File: config.mk
export PLATFORM = sky130hd
export DESIGN_NAME = rtc_cnt_core
export DESIGN_NICKNAME = d
export VERILOG_FILES = /design/src/rtl/rtc_pkg.sv /design/src/rtl/rtc_prescaler.sv /design/src/rtl/rtc_count_engine.sv /design/src/rtl/rtc_cnt_core.sv
export SDC_FILE = /design/constraint.sdc
export NUM_CORES = 1
export LEC_CHECK = 0
export ABC_AREA = 1
export CAP_MARGIN = 15
export CORE_ASPECT_RATIO = 1.4
export CORE_MARGIN = 2
export CORE_UTILIZATION = 59
export DETAILED_ROUTE_END_ITERATION = 8
export GPL_TIMING_DRIVEN = 0
export HOLD_SLACK_MARGIN = 0.02
export PLACE_DENSITY = 0.87
export SYNTH_ARGS = -nofsm -noshare
export SYNTH_HDL_FRONTEND = slang
export SYNTH_SLANG_ARGS = --single-unit
File: constraint.sdc
create_clock -name clk -period 2.7 [get_ports clk]
set_input_delay 0.81 -clock clk [delete_from_list [all_inputs] [get_ports clk]]
set_output_delay 0.81 -clock clk [all_outputs]
set_load 0.02 [all_outputs]
File: src/rtl/rtc_pkg.sv
package rtc_pkg;
  localparam int ADDR_W = 3;

  localparam logic [ADDR_W-1:0] A_CTRL  = 3'd0;
  localparam logic [ADDR_W-1:0] A_COUNT = 3'd1;
  localparam logic [ADDR_W-1:0] A_PER   = 3'd2;
  localparam logic [ADDR_W-1:0] A_CMP0  = 3'd3;
  localparam logic [ADDR_W-1:0] A_CMP1  = 3'd4;
  localparam logic [ADDR_W-1:0] A_FLAGS = 3'd5;

  localparam int CB_EN    = 0;
  localparam int CB_SRST  = 1;
  localparam int CB_MODE  = 2;
  localparam int CB_MCLR  = 4;
  localparam int CB_PSEL  = 8;

  localparam int NFLAG  = 3;
  localparam int FL_OVF = 0;
  localparam int FL_C0  = 1;
  localparam int FL_C1  = 2;

  typedef enum logic [1:0] {
    MODE_WIDE   = 2'd0,
    MODE_NARROW = 2'd1,
    MODE_IDLE2  = 2'd2,
    MODE_IDLE3  = 2'd3
  } mode_e;
endpackage

File: src/rtl/rtc_prescaler.sv
module rtc_prescaler #(
  parameter int SEL_W = 4
) (
  input  logic             clk,
  input  logic             rst_n,
  input  logic             soft_clr,
  input  logic [SEL_W-1:0] sel,
  output logic             tick
);
  localparam int DIV_W = (1 << SEL_W) - 1;

  logic [DIV_W-1:0] div_q;
  logic [DIV_W-1:0] mask;

  always_comb begin
    for (int i = 0; i < DIV_W; i++) begin
      mask[i] = (i < int'(sel));
    end
  end

  assign tick = ((div_q & mask) == mask);

  always_ff @(posedge clk or negedge rst_n) begin
    if (!rst_n)        div_q <= '0;
    else if (soft_clr) div_q <= '0;
    else               div_q <= div_q + 1'b1;
  end

  // with a nonzero selection, two ticks never come back to back
  assert_tick_spacing_R1: assert property (@(posedge clk) disable iff (!rst_n)
    (tick && sel != '0 && !soft_clr) |=> (!tick || sel != $past(sel)));
endmodule

File: src/rtl/rtc_count_engine.sv
module rtc_count_engine
  import rtc_pkg::*;
#(
  parameter int W  = 32,
  parameter int NW = 16
) (
  input  logic             clk,
  input  logic             rst_n,
  input  logic             soft_clr,
  input  logic             tick_i,
  input  logic             en_i,
  input  mode_e            mode_i,
  input  logic             match_clr_i,
  input  logic [NW-1:0]    per_i,
  input  logic [W-1:0]     cmp0_i,
  input  logic [NW-1:0]    cmp1_i,
  input  logic             load_i,
  input  logic [W-1:0]     load_val_i,
  input  logic [NFLAG-1:0] flag_clr_i,
  output logic [W-1:0]     count_o,
  output logic [NFLAG-1:0] flags_o
);
  localparam int UW = W - NW;

  logic [W-1:0]     count_q, cnt_nx;
  logic [NFLAG-1:0] flags_q, set;
  logic             wide, narrow, step, hit0, hit1;

  assign wide   = (mode_i == MODE_WIDE);
  assign narrow = (mode_i == MODE_NARROW);
  assign step   = tick_i && en_i;

  always_comb begin
    hit0 = wide ? (count_q == cmp0_i) : (count_q[NW-1:0] == cmp0_i[NW-1:0]);
    hit1 = narrow && (count_q[NW-1:0] == cmp1_i);
  end

  always_comb begin
    set    = '0;
    cnt_nx = count_q;
    if (step && wide) begin
      set[FL_C0] = hit0;
      if (match_clr_i && hit0) begin
        cnt_nx      = '0;
        set[FL_OVF] = 1'b1;
      end else if (&count_q) begin
        cnt_nx      = '0;
        set[FL_OVF] = 1'b1;
      end else begin
        cnt_nx = count_q + 1'b1;
      end
    end else if (step && narrow) begin
      set[FL_C0] = hit0;
      set[FL_C1] = hit1;
      if (count_q[NW-1:0] == per_i) begin
        cnt_nx      = '0;
        set[FL_OVF] = 1'b1;
      end else begin
        cnt_nx = {{UW{1'b0}}, count_q[NW-1:0] + 1'b1};
      end
    end
    if (load_i) begin
      cnt_nx = narrow ? {{UW{1'b0}}, load_val_i[NW-1:0]} : load_val_i;
    end
  end

  always_ff @(posedge clk or negedge rst_n) begin
    if (!rst_n) begin
      count_q <= '0;
      flags_q <= '0;
    end else if (soft_clr) begin
      count_q <= '0;
      flags_q <= '0;
    end else begin
      count_q <= cnt_nx;
      flags_q <= (flags_q & ~flag_clr_i) | set;
    end
  end

  assign count_o = count_q;
  assign flags_o = flags_q;

  assert_hold_when_off_R3: assert property (@(posedge clk) disable iff (!rst_n)
    (!en_i && !load_i && !soft_clr) |=> $stable(count_q));
  assert_wide_wrap_R4: assert property (@(posedge clk) disable iff (!rst_n)
    (step && wide && !load_i && !soft_clr && (&count_q)) |=> (count_q == '0 && flags_q[FL_OVF]));
  assert_cmp0_flag_R5: assert property (@(posedge clk) disable iff (!rst_n)
    (step && wide && !soft_clr && count_q == cmp0_i) |=> flags_q[FL_C0]);
  assert_match_clear_R6: assert property (@(posedge clk) disable iff (!rst_n)
    (step && wide && match_clr_i && hit0 && !load_i && !soft_clr)
      |=> (count_q == '0 && flags_q[FL_OVF] && flags_q[FL_C0]));
  assert_period_wrap_R7: assert property (@(posedge clk) disable iff (!rst_n)
    (step && narrow && !load_i && !soft_clr && count_q[NW-1:0] == per_i)
      |=> (count_q == '0 && flags_q[FL_OVF]));
  assert_cmp1_flag_R8: assert property (@(posedge clk) disable iff (!rst_n)
    (step && narrow && !soft_clr && count_q[NW-1:0] == cmp1_i) |=> flags_q[FL_C1]);
  assert_idle_mode_R2: assert property (@(posedge clk) disable iff (!rst_n)
    (!wide && !narrow && !load_i && !soft_clr) |=> $stable(count_q));
endmodule

File: src/rtl/rtc_cnt_core.sv
module rtc_cnt_core
  import rtc_pkg::*;
#(
  parameter int CNT_W  = 32,
  parameter int HALF_W = 16,
  parameter int PSEL_W = 4
) (
  input  logic                 clk,
  input  logic                 rst_n,
  input  logic                 wr_en,
  input  logic [ADDR_W-1:0]    wr_addr,
  input  logic [CNT_W-1:0]     wr_data,
  input  logic [ADDR_W-1:0]    rd_addr,
  output logic [CNT_W-1:0]     rd_data,
  output logic [NFLAG-1:0]     irq_flags
);
  logic              en_q, mclr_q;
  mode_e             mode_q;
  logic [PSEL_W-1:0] psel_q;
  logic [HALF_W-1:0] per_q, cmp1_q;
  logic [CNT_W-1:0]  cmp0_q, count;
  logic              tick, soft_clr, ctrl_wr, load;
  logic [NFLAG-1:0]  flag_clr;

  assign ctrl_wr  = wr_en && wr_addr == A_CTRL;
  assign soft_clr = ctrl_wr && wr_data[CB_SRST] && !en_q;
  assign load     = wr_en && wr_addr == A_COUNT;
  assign flag_clr = (wr_en && wr_addr == A_FLAGS) ? wr_data[NFLAG-1:0] : '0;

  always_ff @(posedge clk or negedge rst_n) begin
    if (!rst_n) begin
      en_q   <= 1'b0;
      mclr_q <= 1'b0;
      mode_q <= MODE_WIDE;
      psel_q <= '0;
      per_q  <= '0;
      cmp0_q <= '0;
      cmp1_q <= '0;
    end else if (soft_clr) begin
      en_q   <= 1'b0;
      mclr_q <= 1'b0;
      mode_q <= MODE_WIDE;
      psel_q <= '0;
      per_q  <= '0;
      cmp0_q <= '0;
      cmp1_q <= '0;
    end else if (wr_en) begin
      case (wr_addr)
        A_CTRL: begin
          if (!wr_data[CB_SRST]) begin
            en_q   <= wr_data[CB_EN];
            mclr_q <= wr_data[CB_MCLR];
            psel_q <= wr_data[CB_PSEL +: PSEL_W];
            if (!en_q) mode_q <= mode_e'(wr_data[CB_MODE +: 2]);
          end
        end
        A_PER:  per_q  <= wr_data[HALF_W-1:0];
        A_CMP0: cmp0_q <= wr_data;
        A_CMP1: cmp1_q <= wr_data[HALF_W-1:0];
        default: ;
      endcase
    end
  end

  rtc_prescaler #(.SEL_W(PSEL_W)) u_presc (
    .clk      (clk),
    .rst_n    (rst_n),
    .soft_clr (soft_clr),
    .sel      (psel_q),
    .tick     (tick)
  );

  rtc_count_engine #(.W(CNT_W), .NW(HALF_W)) u_engine (
    .clk         (clk),
    .rst_n       (rst_n),
    .soft_clr    (soft_clr),
    .tick_i      (tick),
    .en_i        (en_q),
    .mode_i      (mode_q),
    .match_clr_i (mclr_q),
    .per_i       (per_q),
    .cmp0_i      (cmp0_q),
    .cmp1_i      (cmp1_q),
    .load_i      (load),
    .load_val_i  (wr_data),
    .flag_clr_i  (flag_clr),
    .count_o     (count),
    .flags_o     (irq_flags)
  );

  always_comb begin
    rd_data = '0;
    case (rd_addr)
      A_CTRL: begin
        rd_data[CB_EN]             = en_q;
        rd_data[CB_MODE +: 2]      = mode_q;
        rd_data[CB_MCLR]           = mclr_q;
        rd_data[CB_PSEL +: PSEL_W] = psel_q;
      end
      A_COUNT: rd_data = (mode_q == MODE_NARROW)
                         ? {{(CNT_W-HALF_W){1'b0}}, count[HALF_W-1:0]} : count;
      A_PER:   rd_data[HALF_W-1:0] = per_q;
      A_CMP0:  rd_data = cmp0_q;
      A_CMP1:  rd_data[HALF_W-1:0] = cmp1_q;
      A_FLAGS: rd_data[NFLAG-1:0] = irq_flags;
      default: rd_data = '0;
    endcase
  end

  assert_srst_ignored_on_R11: assert property (@(posedge clk) disable iff (!rst_n)
    (ctrl_wr && wr_data[CB_SRST] && en_q) |=> en_q);
  assert_mode_locked_R12: assert property (@(posedge clk) disable iff (!rst_n)
    (ctrl_wr && en_q) |=> $stable(mode_q));
  assert_load_wins_R13: assert property (@(posedge clk) disable iff (!rst_n)
    (load && mode_q == MODE_WIDE) |=> (count == $past(wr_data)));
endmodule

# Yosys cells after proc, flatten, opt, wreduce, memory -nomap -nowiden
# Cells that the tools add are included.
# word_totals
word_cells,129
register_bits,122
inputBits,41
# op_classes
eq_ne,18
reduce_logical,26
mux,53
add_sub_neg,3
bitwise,4
n_lt_le_gt_ge,15
# op_table
op,n
$mux W32,11
$mux W16,7
$eq A16 B16 Y1,3
$add A32 B1 Y32 const B,1
$eq A32 B32 Y1,1
$pmux W16 S2,1
$reduce_and A32 Y1,1
$lt A4 B4 Y1 const A,7
$pmux W4 S5,1
$add A16 B1 Y16 const B,1
$lt A3 B4 Y1 const A,4
$mux W4,4
$pmux W4 S4,1
$add A15 B1 Y15 const B,1
$and A15 B15 Y15,1
$eq A15 B15 Y1,1
$mux W15,1
$mux W1,13
$eq A3 B2 Y1 const B,4
$eq A3 B3 Y1 const B,4
$mux W2,6
$pmux W1 S6,2
$pmux W3 S4,1
$logic_and A1 B1 Y1,10
other kinds (19),32

# Depth between registers and ports, before layout
# logic_depth
word_depth,9
ltp_mapped,17
depth_no_buf,15

# Modules after synthesis
# A second synthesis with hierarchy kept.
# hier_totals
cells_unflattened,1387
area_unflattened_um2,9069.9
# by_module_without_submodules
module,area_per_inst_um2,instances,cells_per_inst
rtc_count_engine,4120.2,1,710
rtc_cnt_core,3966.3,1,526
rtc_prescaler,983.4,1,151

# Worst setup path after synthesis
# No wires, ideal clock.
# synth_timing
path_type,input to output
from,input port rd_addr[0]
to,output port rd_data[16]
stages,6
t_arrival_ns,1.992
required_ns,1.890
path_slack_ns,-0.102
cell_sequence,inv_1 > nor3_1 > inv_1 > clkbuf_1 > buf_1 > o32ai_1
# synth_between
elab_chain_cells,2
word_cells_on_any_way,3
# synth_rtl
element,line_no,source
from (decl),rtc_cnt_core.sv:13,"input logic [ADDR_W-1:0] rd_addr,"
$eq A3 B2 Y1 or $eq A3 B1 Y1 (tied branches),rtc_cnt_core.sv:93,case (rd_addr)
$pmux W16 S2 (*),rtc_cnt_core.sv:93,
to (decl),rtc_cnt_core.sv:14,"output logic [CNT_W-1:0] rd_data,"
# Mark *: on every way between the ends. The rest lies on a longest branch, timed or not.

# Worst setup path after layout
# layout_timing
from,input port rd_addr[2]
to,output port rd_data[8]
# layout_between
elab_chain_cells,2
word_cells_on_any_way,6
# layout_rtl
element,line_no
$eq A3 B3 Y1 (tied with other cells),rtc_cnt_core.sv:93
$pmux W4 S5 (*),rtc_cnt_core.sv:93
# Marks and branches as above.

==> results by group <==
Run status
  – Status: complete, but fails checks
  – Failing checks: setup timing

Routing
  – Initial DRC count: 1,003
  – Routed wire length: 32,400 microns
  – ANT nets after route: 0
  – Via count: around 9.7k
  – Residual DRC: 0
  – Routed len/inst: 20.2 microns
  – 1st-pass router iterations: 5
  – Vias per inst: 6.02

Floorplanning
  – Die area: between 0.015 and 0.02 sq mm
  – DIE WIDTH: between 100 and 150 microns
  – Rows: 52
  – CORE AREA: about 0.014 sq mm
  – I/O Pins: between 70 and 80
  – Die Y: between 100 and 150 microns
  – Initial core utilization: 59.6%

Logic synthesis
  – Post-synth ARST share: 100%
  – Yosys top cell by area: dfrtp_1
  – Post-Synth Simple-Gate Area: roughly a third
  – Sequential share of the synthesized area: a little over a third
  – Synth top area share: a little over a third
  – Post-Synthesis Cells: ~1.3k
  – Syn Area/Cell: between 6 and 7 sq um
  – Post-synthesis xor/xnor area fraction: ~6.4%
  – Ys flop type: dfrtp_1
  – Mapped Area: roughly 0.0085 sq mm
  – Synth warnings: 0
  – Number of synthesized register bits: 122
  – Library cells used by synthesis: 50
  – Mux contribution to synthesized area: 0%
  – Complex-gate fraction of the synthesized area: 12.7%
  – Adder-Cell Fraction of Synth Area: less than 1%
  – Synth area leaders: dfrtp_1 36%, nand2_1 22%, o21ai_0 6.3%
  – Commonest cells in the netlist: 497 x nand2_1, 122 x dfrtp_1, 108 x o21ai_0
  – Count leader, synth: nand2_1
  – Largest family of logic cells by synthesized area: simple AND/OR/NAND/NOR gates
  – Number of synthesized flops with an enable pin: 0
  – Synth Net Count: roughly 1.3k

Critical path
  – Critical Path Sink: rd_data[8]
  – CP Data Required Time: 1.89 ns
  – Crit. Startpoint: rd_addr[2]
  – R2r startpoint: u_engine.count_o[4]
  – Reg2Reg Depth: 10
  – Type of origin of the critical path: primary input
  – CP Capture Type: output port
  – CP Class: in -> out
  – Worst path max stage delay: 0.16 ns
  – Slowest cell on crit path: nand2_4
  – Critical R2R Capture: u_engine.flags_o[0]
  – Crit path DAT: a little over 2 ns
  – Critical path, cell by cell: buf_6 -> inv_1 -> nand2_4 -> inv_1 -> nand2_1 -> nand2_1 -> a21oi_2 -> o221ai_4 -> buf_6
  – Reg-to-reg slack, setup: around 0.3 ns
  – Maximum fanout along the worst path: 6

Global routing
  – First-pass GRT wire length: between 40,000 and 50,000 microns
  – Grt total ovfl: 0
  – GRT Resource Usage Total: a little over 40%
  – Number of global-route vias before repair: around 9.4k
  – Initial antenna violation count: 0
  – Largest net degree at the start of global routing: 90

Timing
  – Post-route clock period utilization: 106%
  – Rel. slew slack: 55.2%
  – Final worst slack: -0.165 ns
  – Highest Clock Rate: between 0.3 and 0.4 GHz
  – Post-route minimum period: approximately 2.9 ns
  – Worst Max-Slew Pin Slew: 0.672 ns
  – # setup viols final: 31
  – Final Hold Fails: 0
  – Skew final: 0.0123 ns
  – Max Slew Vio Count: 0
  – RSZ-0062 raised after global routing: yes

Clocking
  – CTS Root Cell: clkbuf_16
  – Clock Path Buffers: 2
  – Clk sinks: 122
  – Htree depth: 4
  – Hold buffers post-CTS: 0
  – CTS buffer count: 17
  – CTS tree: done
  – Clock-pin slew on the worst setup and hold paths: 0.07 ns
  – Clk_lat worst skew: 0.43 ns

Pwr
  – Pwr/cell area: 800 mW/mm^2
  – VDD IR-drop max: 467 uV
  – Lkg Pwr: roughly 5.3 nW

Job
  – Max-cap viol count: 0

Worst hold path
  – Hold Crit Class: in -> async

Layout
  – Post-layout nets: ~1.5k
  – Inserted Diodes: 0
  – Core Util, Final: slightly below 80%
  – Fraction of layout cells with a size suffix above 1: between 15 and 20%
  – Synthesis-to-finish area growth: 30.8%

Placed design
  – Setup WS pre-CTS: -1.85 ns
  – Detailed Place HPWL: between 20,000 and 25,000 microns
  – IO buf count: 75
  – Final GP Congestion: 1.05
## placed cells by master (no fill, tap or decap), drive strengths merged
master / instances
o2111ai: 4
a22oi: 6
nor4: 1
a21oi: 15
o21ai: 119
xnor2: 36
bufinv: 1
o22ai: 2
nor3: 27
a221oi: 6
or2: 2
clkbuf: 42
dfrtp: 122
o32ai: 16
and2: 1
nand4: 18
ha: 3
nor2: 108
xor2: 26
nand2: 502
and3: 2
nand3: 47
buf: 118
a21boi: 2
clkdlybuf4s50: 39
o211ai: 4
nand3b: 10
nor3b: 3
a221o: 1
a22o: 3
a31oi: 3
inv: 117
o221ai: 2
clkinvlp: 6
clkinv: 4
a2bb2oi: 1
## flip-flops by register name (all words and copies together), names as in the netlist
| name | flops |
|---|---|
| cmp0_q | 32 |
| cmp1_q | 16 |
| en_q | 1 |
| mclr_q | 1 |
| mode_q | 2 |
| per_q | 16 |
| psel_q | 4 |
| u_engine.count_o | 32 |
| u_engine.flags_o | 3 |
| u_presc.div_q | 15 |
## worst min path at each step
| stage | startpoint | endpoint |
|---|---|---|
| 2_1_floorplan | cmp0_q[10] | cmp0_q[10] |
| 3_3_place_gp | cmp1_q[8] | cmp1_q[8] |
| 3_5_place_dp | cmp0_q[10] | cmp0_q[10] |
| 4_1_cts | rst_n | cmp1_q[0] |
| 5_1_grt | rst_n | cmp0_q[0] |
| 6_report | rst_n | psel_q[0] |
## logic make-up after synthesis
family / after synthesis
XOR/XNOR: 62
adder cells (fa/ha/maj): 3
AO/OA/AOI/OAI: 184
flip-flops: 122
buffers and inverters: 181
AND/OR/NAND/NOR: 721
## metrics by stage
| step | instance area [sq um] | hold WS, ns | setup TNS [ns] | power [mW] | cells |
|---|---|---|---|---|---|
| 4_1_cts | 10800 | 0.278 | -0.702 | 8.57 | 1595 |
| 5_1_grt | 11200 | 0.295 | -2.78 | 9.42 | 1608 |
| 6_report | 11200 | 0.271 | -1.64 | 8.92 | 1608 |
| 2_1_floorplan | 8540 | 0.475 | -1.59 | 5.14 | 1273 |
| 3_3_place_gp | 9530 | 0.489 | -546.35 | 6.01 | 1537 |
| 3_5_place_dp | 9550 | 0.498 | -71.32 | 6.12 | 1538 |
## worst max-delay path: cells and delay by family
family | cells | cell delay [ns]
AOI/OAI and AO/OA | 2 | 0.29
buffers and inverters | 4 | 0.53
and+or+nand+nor | 3 | 0.41
## report_power, final
| part | total, mW | internal, mW | leakage, nW | switching [mW] |
|---|---|---|---|---|
| Sequential | 2.84 | 2.32 | 1.53 | 0.528 |
| Clock | 2.29 | 1.31 | 0.268 | 0.981 |
| Combinational | 3.79 | 1.45 | 3.54 | 2.34 |
## per-layer routing
| layer | vias up | track usage, % | share of wire (%) |
|---|---|---|---|
| li1 | 4361 | - | - |
| met1 | 4452 | 46.0 | 34 |
| met2 | 647 | 69.9 | 48 |
| met3 | 220 | 7.54 | 8.7 |
| met4 | 0 | 32.0 | 9.1 |
| met5 | - | 0 | 0 |
## cell type report
type	count	area, sq um
plain buffers	66	508
clock buffers	18	439
clock inverters	14	136
fillers	1021	3150
inverters	114	458
multi-input cells	970	5140
flip-flops and latches	122	3050
well taps	189	236
repair buffers	115	1180
## repair_timing
item                                    in CTS  in global routing
endpoints found under the setup margin      34                 52
pin swaps                                    9                 22
buffers inserted                            21                 14
gates cloned                                 5                  2
resized for setup                          302                 67
Note: power is estimated with default switching activity, not from simulation.
